`config.mk`:
```
export PLATFORM = sky130hd
export DESIGN_NAME = pc_sequencer
export DESIGN_NICKNAME = d
export VERILOG_FILES = /design/src/rtl/pcseq_pkg.sv /design/src/rtl/pcseq_arbiter.sv /design/src/rtl/pcseq_stack.sv /design/src/rtl/pcseq_pc_reg.sv /design/src/rtl/pc_sequencer.sv
export SDC_FILE = /design/constraint.sdc
export NUM_CORES = 1
export LEC_CHECK = 0
export BUFFER_PORTS_ARGS = -buffer_cell sky130_fd_sc_hd__buf_2
export CORE_MARGIN = 10
export CORE_UTILIZATION = 61
export CTS_CLUSTER_DIAMETER = 150
export CTS_CLUSTER_SIZE = 14
export DETAILED_ROUTE_END_ITERATION = 12
export PLACE_DENSITY = 0.8
export SLEW_MARGIN = 40
export SYNTH_ARGS = -nofsm -noshare
export SYNTH_HDL_FRONTEND = slang
export SYNTH_SLANG_ARGS = --single-unit
```
`constraint.sdc`:
```
create_clock -name clk -period 3.65 [get_ports clk]
set_input_delay 0.9125 -clock clk [delete_from_list [all_inputs] [get_ports clk]]
set_output_delay 0.9125 -clock clk [all_outputs]
set_load 0.01 [all_outputs]
```
`src/rtl/pcseq_pkg.sv`:
```
// pcseq_pkg: shared operation encoding and widths for the program
// counter sequencer. Assumes a single clock domain.
package pcseq_pkg;

    // One decoded control operation per cycle, after priority resolution.
    typedef enum logic [2:0] {
        OP_HOLD   = 3'd0,
        OP_STEP   = 3'd1,
        OP_JUMP   = 3'd2,
        OP_CALL   = 3'd3,
        OP_RET    = 3'd4,
        OP_RETFIE = 3'd5,
        OP_RETLW  = 3'd6,
        OP_IRQ    = 3'd7
    } seq_op_e;

    // Request bundle as seen by the arbiter.
    typedef struct packed {
        logic irq;
        logic call;
        logic jump;
        logic ret;
        logic retfie;
        logic retlw;
        logic step;
    } seq_req_t;

endpackage

```
`src/rtl/pcseq_arbiter.sv`:
```
// pcseq_arbiter: turns the raw request strobes into one operation.
// Fixed priority: interrupt, call, jump, return, return from interrupt,
// return with literal, increment. Reset is handled in the registers.
// Assumes requests are stable around the clock edge.
module pcseq_arbiter
    import pcseq_pkg::*;
(
    input  seq_req_t req,
    output seq_op_e  op
);

    // Priority chain: the first asserted request in order wins.
    always_comb begin
        if (req.irq)         op = OP_IRQ;
        else if (req.call)   op = OP_CALL;
        else if (req.jump)   op = OP_JUMP;
        else if (req.ret)    op = OP_RET;
        else if (req.retfie) op = OP_RETFIE;
        else if (req.retlw)  op = OP_RETLW;
        else if (req.step)   op = OP_STEP;
        else                 op = OP_HOLD;
    end

endmodule

```
`src/rtl/pcseq_stack.sv`:
```
// pcseq_stack: circular return-address stack. A push writes at the
// pointer and advances it. A pop reads the entry below the pointer and
// retreats. Both wrap at DEPTH with no overflow indication. A push and a
// pop never arrive together (the arbiter grants one operation). Synchronous
// active-low reset clears the pointer and every entry.
module pcseq_stack #(
    parameter int WIDTH = 13,
    parameter int DEPTH = 8
) (
    input  logic             clk,
    input  logic             rst_n,
    input  logic             push,
    input  logic             pop,
    input  logic [WIDTH-1:0] push_data,
    output logic [WIDTH-1:0] top_data
);

    localparam int PTR_W = (DEPTH > 1) ? $clog2(DEPTH) : 1;
    localparam logic [PTR_W-1:0] LAST = PTR_W'(DEPTH - 1);

    logic [PTR_W-1:0] ptr;
    logic [PTR_W-1:0] ptr_inc;
    logic [PTR_W-1:0] ptr_dec;
    logic [WIDTH-1:0] entry [DEPTH];

    // Wrapped neighbours of the pointer, valid for any DEPTH.
    always_comb begin
        ptr_inc = (ptr == LAST) ? '0 : ptr + 1'b1;
        ptr_dec = (ptr == '0) ? LAST : ptr - 1'b1;
    end

    // Pointer update: advance on push, retreat on pop.
    always_ff @(posedge clk) begin
        if (!rst_n)    ptr <= '0;
        else if (push) ptr <= ptr_inc;
        else if (pop)  ptr <= ptr_dec;
    end

    // One register per stack level, written only when addressed by a push.
    for (genvar g = 0; g < DEPTH; g++) begin : g_level
        always_ff @(posedge clk) begin
            if (!rst_n)
                entry[g] <= '0;
            else if (push && (ptr == PTR_W'(g)))
                entry[g] <= push_data;
        end
    end

    // Pop data: the most recently written level.
    assign top_data = entry[ptr_dec];

endmodule

```
`src/rtl/pcseq_pc_reg.sv`:
```
// pcseq_pc_reg: program counter register and the return-from-interrupt
// report. Computes the next counter value, the stack push value and the
// stack controls from the granted operation. Synchronous active-low reset
// loads RESET_VEC.
module pcseq_pc_reg
    import pcseq_pkg::*;
#(
    parameter int              PC_W      = 13,
    parameter logic [PC_W-1:0] RESET_VEC = '0,
    parameter logic [PC_W-1:0] IRQ_VEC   = PC_W'(4)
) (
    input  logic            clk,
    input  logic            rst_n,
    input  seq_op_e         op,
    input  logic [PC_W-1:0] target,
    input  logic [PC_W-1:0] pop_data,
    output logic [PC_W-1:0] pc,
    output logic            push,
    output logic            pop,
    output logic [PC_W-1:0] push_data,
    output logic            retfie_pulse
);

    logic [PC_W-1:0] pc_plus1;
    logic [PC_W-1:0] pc_next;

    // Sequential successor, wrapping at the full counter width.
    assign pc_plus1 = pc + 1'b1;

    // Next counter value per operation.
    always_comb begin
        case (op)
            OP_STEP:                    pc_next = pc_plus1;
            OP_JUMP, OP_CALL:           pc_next = target;
            OP_RET, OP_RETFIE, OP_RETLW: pc_next = pop_data;
            OP_IRQ:                     pc_next = IRQ_VEC;
            default:                    pc_next = pc;
        endcase
    end

    // Stack controls: calls save the successor, interrupts save the current pc.
    always_comb begin
        push      = (op == OP_CALL) || (op == OP_IRQ);
        pop       = (op == OP_RET) || (op == OP_RETFIE) || (op == OP_RETLW);
        push_data = (op == OP_CALL) ? pc_plus1 : pc;
    end

    // Counter and report registers.
    always_ff @(posedge clk) begin
        if (!rst_n) begin
            pc           <= RESET_VEC;
            retfie_pulse <= 1'b0;
        end else begin
            pc           <= pc_next;
            retfie_pulse <= (op == OP_RETFIE);
        end
    end

endmodule

```
`src/rtl/pc_sequencer.sv`:
```
// pc_sequencer: top of the program-sequencing unit. Arbitrates the request
// strobes, updates the program counter and the shared return stack, and
// presents the fetch address wrapped into the implemented program memory.
// Assumes one clock and a synchronous active-low reset.
module pc_sequencer
    import pcseq_pkg::*;
#(
    parameter int PC_W        = 13,
    parameter int FETCH_W     = 10,
    parameter int STACK_DEPTH = 8
) (
    input  logic               clk,
    input  logic               rst_n,
    input  logic               irq_take,
    input  logic               step,
    input  logic               jump_en,
    input  logic               call_en,
    input  logic               ret_en,
    input  logic               retfie_en,
    input  logic               retlw_en,
    input  logic [PC_W-1:0]    target,
    output logic [PC_W-1:0]    pc,
    output logic [FETCH_W-1:0] fetch_addr,
    output logic               retfie_pulse
);

    seq_req_t        req;
    seq_op_e         op;
    logic            stk_push;
    logic            stk_pop;
    logic [PC_W-1:0] stk_wdata;
    logic [PC_W-1:0] stk_top;

    // Gather the strobes into the request bundle.
    always_comb begin
        req.irq    = irq_take;
        req.call   = call_en;
        req.jump   = jump_en;
        req.ret    = ret_en;
        req.retfie = retfie_en;
        req.retlw  = retlw_en;
        req.step   = step;
    end

    pcseq_arbiter u_arb (
        .req (req),
        .op  (op)
    );

    pcseq_pc_reg #(
        .PC_W      (PC_W),
        .RESET_VEC ('0),
        .IRQ_VEC   (PC_W'(4))
    ) u_pc (
        .clk          (clk),
        .rst_n        (rst_n),
        .op           (op),
        .target       (target),
        .pop_data     (stk_top),
        .pc           (pc),
        .push         (stk_push),
        .pop          (stk_pop),
        .push_data    (stk_wdata),
        .retfie_pulse (retfie_pulse)
    );

    pcseq_stack #(
        .WIDTH (PC_W),
        .DEPTH (STACK_DEPTH)
    ) u_stack (
        .clk       (clk),
        .rst_n     (rst_n),
        .push      (stk_push),
        .pop       (stk_pop),
        .push_data (stk_wdata),
        .top_data  (stk_top)
    );

    // Wrap into the implemented region by dropping the upper counter bits.
    assign fetch_addr = pc[FETCH_W-1:0];

endmodule

```
==> impl_summary.txt <==
----------------------------------------------------
[GRT]
  Pin count of the biggest net entering global routing ... 59
  Wire length of the first global-routing pass ... 28100 µm
  Number of antenna violations at the first check in global routing ... 0
  Vias in the first global route ... 5125
  Total GRT Usage ... 24.3%
  Grt ovf ... 0

[Setup path]
  Kind of critical path ... register to register
  Critical register-to-register path endpoint ... u_pc.pc[5]$_SDFFE_PN0P_
  CP arrival ... 3.37 ns
  Maximum cell stage delay along the critical path ... 0.47 ns
  CP cell instances ... inv_1, ha_1, nand2b_1, buf_4, nand2_1, o21a_1, a221oi_1, a211o_1
  Startpoint type of the worst setup path ... register
  Setup slack of the worst register-to-register path ... 0.76 ns
  Biggest fanout along the worst timing path ... 28
  Worst path slowest cell ... sky130_fd_sc_hd__a221oi_1
  Type of destination of the critical path ... register
  Reg-to-reg startpoint ... u_stack.ptr[1]$_SDFFE_PN0P_
  Critical Path RT ... 4.13 ns
  Number of cells on the worst reg-to-reg path ... 8

[Clock network]
  Skew-Pair Late Insertion Delay ... 0.53 ns
  Number of setup buffers added after CTS ... 0
  Clock tree from TritonCTS ... yes
  Root buffer cell ... sky130_fd_sc_hd__clkbuf_8
  Number of gates resized after CTS ... 0
  Hold buffer count at CTS ... 0
  H-tree levels ... 4
  CTS clock-pin slew for the worst setup and hold paths ... 0.06 ns
  Maximum buffer depth of the clock tree ... 2
  Total CTS buffers ... 17
  Sinks on the clock net ... 121

[Drt]
  Total Wirelength ... 18400 µm
  Via Count ... 5330
  Initial DRC count ... 874
  Residual antenna-violating net count after detailed routing ... 0
  DR pass1 iterations ... 7
  DR vias/cell ... 6.78
  Wirelength per Cell ... 23.4 µm
  Drc violations ... 0

[Die]
  Total die area ... 15200 µm²
  Row Count ... 37
  Horizontal die dimension ... 123 µm
  I/O pins ... 46
  Starting density of the core ... 62.6%
  Core footprint ... 10400 µm²
  Vertical die dimension ... 123 µm

[Finish]
  Share of post-route cells with drive strength above 1 ... 18.3%
  Ant. Diodes ... 0
  Area Growth Syn to Fin ... 11.6%
  Final #Nets ... 667
  Number of fill cells ... 745
  Final standard cell utilization of the core ... 69.9%
  Leading cell types in the layout, fill and taps excluded ... sky130_fd_sc_hd__nor2_1, sky130_fd_sc_hd__edfxtp_1, sky130_fd_sc_hd__buf_2
  Most common cell after layout, fill and taps aside ... sky130_fd_sc_hd__nor2_1
  Cell Count, Final, Fillers Out ... 786

[STA]
  Period utilisation layout ... 79.0%
  RSZ-0062 raised after global routing ... false
  Aggregate negative setup slack ... 0 ns
  Achievable frequency ... 0.347 GHz
  Smallest hold slack ... 0.612 ns
  Final Setup Violations ... 0
  Transition time at the pin with the least slew margin ... 0.839 ns
  Max-slew violation count ... 0
  Max-slew headroom ... 42.4%
  Final critical-path required period ... 2.89 ns
  Hold violation count in the final report ... 0
  Crit path setup slack, layout ... 0.765 ns
  Worst clock skew on the final layout ... 0.00479 ns

[Synth]
  Yosys warns ... 0
  Number of flip-flops and latches in the synthesized netlist ... 121
  Post-synthesis sequential area ratio ... 53.3%
  Mapped cell area ... 6500 µm²
  Number of enable flip-flop cells after synthesis ... 104
  Cells after synthesis ... 614
  Dominant register cell in the synthesized netlist ... sky130_fd_sc_hd__edfxtp_1
  Mean post-synth cell area ... 10.6 µm²
  Post-synthesis async set-or-reset flop share ... 0%
  Post-synthesis net count ... 644
  Number of distinct standard cells referenced by the synthesized netlist ... 67

[Pwr]
  Cell leakage power ... 2.65 nW
  Areal power density over the cells ... 542 nW/µm²
  Max IR drop VDD ... 0.411 mV

[Place]
  # port buffers ... 45
  Gpl congestion ... 0.992
  Placed cell count ... 754
  Sum of net half-perimeters after detailed placement ... 11800 µm
  DP Worst Slack ... 0.704 ns

[Outcome]
  Result of the run ... finished clean

[Worst hold path]
  Hold path cells ... 2
  Start point of the worst hold path ... u_pc.pc[7]$_SDFFE_PN0P_
  Class of the tightest hold or removal check ... register to register
  Hold Crit Endpoint ... u_pc.pc[7]$_SDFFE_PN0P_

[Job]
  Max-capacitance violation count ... 0

----------------------------------------------------
[worst max-delay path by stage]
| stage | from | endpoint | slack [ns] | depth (start not counted) |
|---|---|---|---|---|
| 6_report | u_stack.ptr[1]$_SDFFE_PN0P_ | u_pc.pc[5]$_SDFFE_PN0P_ | 0.76 | 8 |
| 5_1_grt | u_stack.ptr[1]$_SDFFE_PN0P_ | u_pc.pc[5]$_SDFFE_PN0P_ | 0.68 | 8 |
| 4_1_cts | u_stack.ptr[1]$_SDFFE_PN0P_ | u_pc.pc[5]$_SDFFE_PN0P_ | 0.88 | 8 |
| 3_5_place_dp | irq_take | u_stack.entry[1][11]$_SDFFCE_PN0P_ | 0.70 | 6 |
| 3_3_place_gp | call_en | u_stack.entry[4][11]$_SDFFCE_PN0P_ | 0.86 | 6 |
| 2_1_floorplan | u_stack.ptr[0]$_SDFFE_PN0P_ | u_stack.entry[0][0]$_SDFFCE_PN0P_ | 0.97 | 7 |
[metal layers]
layer / global-route usage, % / vias to the layer above / share of wire [%]
met5: 0 / - / 0
met1: 29.6 / 2538 / 37
met4: 12.1 / 0 / 3.2
met2: 38.9 / 436 / 47
li1: - / 2290 / -
met3: 6.79 / 66 / 13
[cell usage after synthesis (all sizes together) (12+ instances only)]
cell type,number,area [µm²]
mux2i,21,210
a21oi,15,86.3
buf,42,297
nor2,142,564
o21ai,15,78.8
inv,16,60.1
nand2,38,145
a31oi,12,75.1
nand3,31,155
edfxtp,104,3120
xnor2,14,123
o221ai,16,146
dfxtp,17,340
[cell type report]
cell class	count	area (µm²)	area share [%]
Tap cell	136	170	2.35
Multi-Input combinational cell	425	2680	37.0
Inverter	16	60.1	0.828
Sequential cell	121	3460	47.8
Clock inverter	15	151	2.09
Clock buffer	17	414	5.71
Timing Repair Buffer	56	308	4.24
[cell families after synthesis]
family          Yosys count  share of synthesized area (%)
compound gates          115                           13.3
flops                   121                           53.3
xor+xnor                 23                           3.10
mux                      28                           4.85
simple gates            251                           17.8
fa+ha+maj                 8                           1.54
buf+inv                  68                           6.07
[power by group]
| part | total, mW | switching, mW | internal (mW) |
|---|---|---|---|
| Clock | 1.60 | 0.633 | 0.970 |
| Combinational | 0.675 | 0.458 | 0.217 |
| Sequential | 1.65 | 0.0560 | 1.60 |
| Total | 3.93 | 1.15 | 2.78 |
[state kept, by name, indices dropped and copies added, names as in the netlist]
name               count
u_pc.pc               13
u_pc.retfie_pulse      1
u_stack.ptr            3
u_stack.entry        104
[per-stage QoR]
stage | instance area (µm²) | power (mW)
CTS | 7230 | 3.91
detailed placement | 6660 | 2.32
finish | 7250 | 3.93
floorplan | 6500 | 2.13
global route | 7250 | 4.04
global placement | 6650 | 2.30
[worst max-delay path: cells and delay by family, from the launching register on]
family	cells	cell delay [ns]
buffers and inverters	2	0.46
flip-flops	1	0.44
AO/OA/AOI/OAI	3	0.94
AND/OR/NAND/NOR	2	0.56
adder cells (fa/ha/maj)	1	0.41
(Power assumes the default switching activity.)
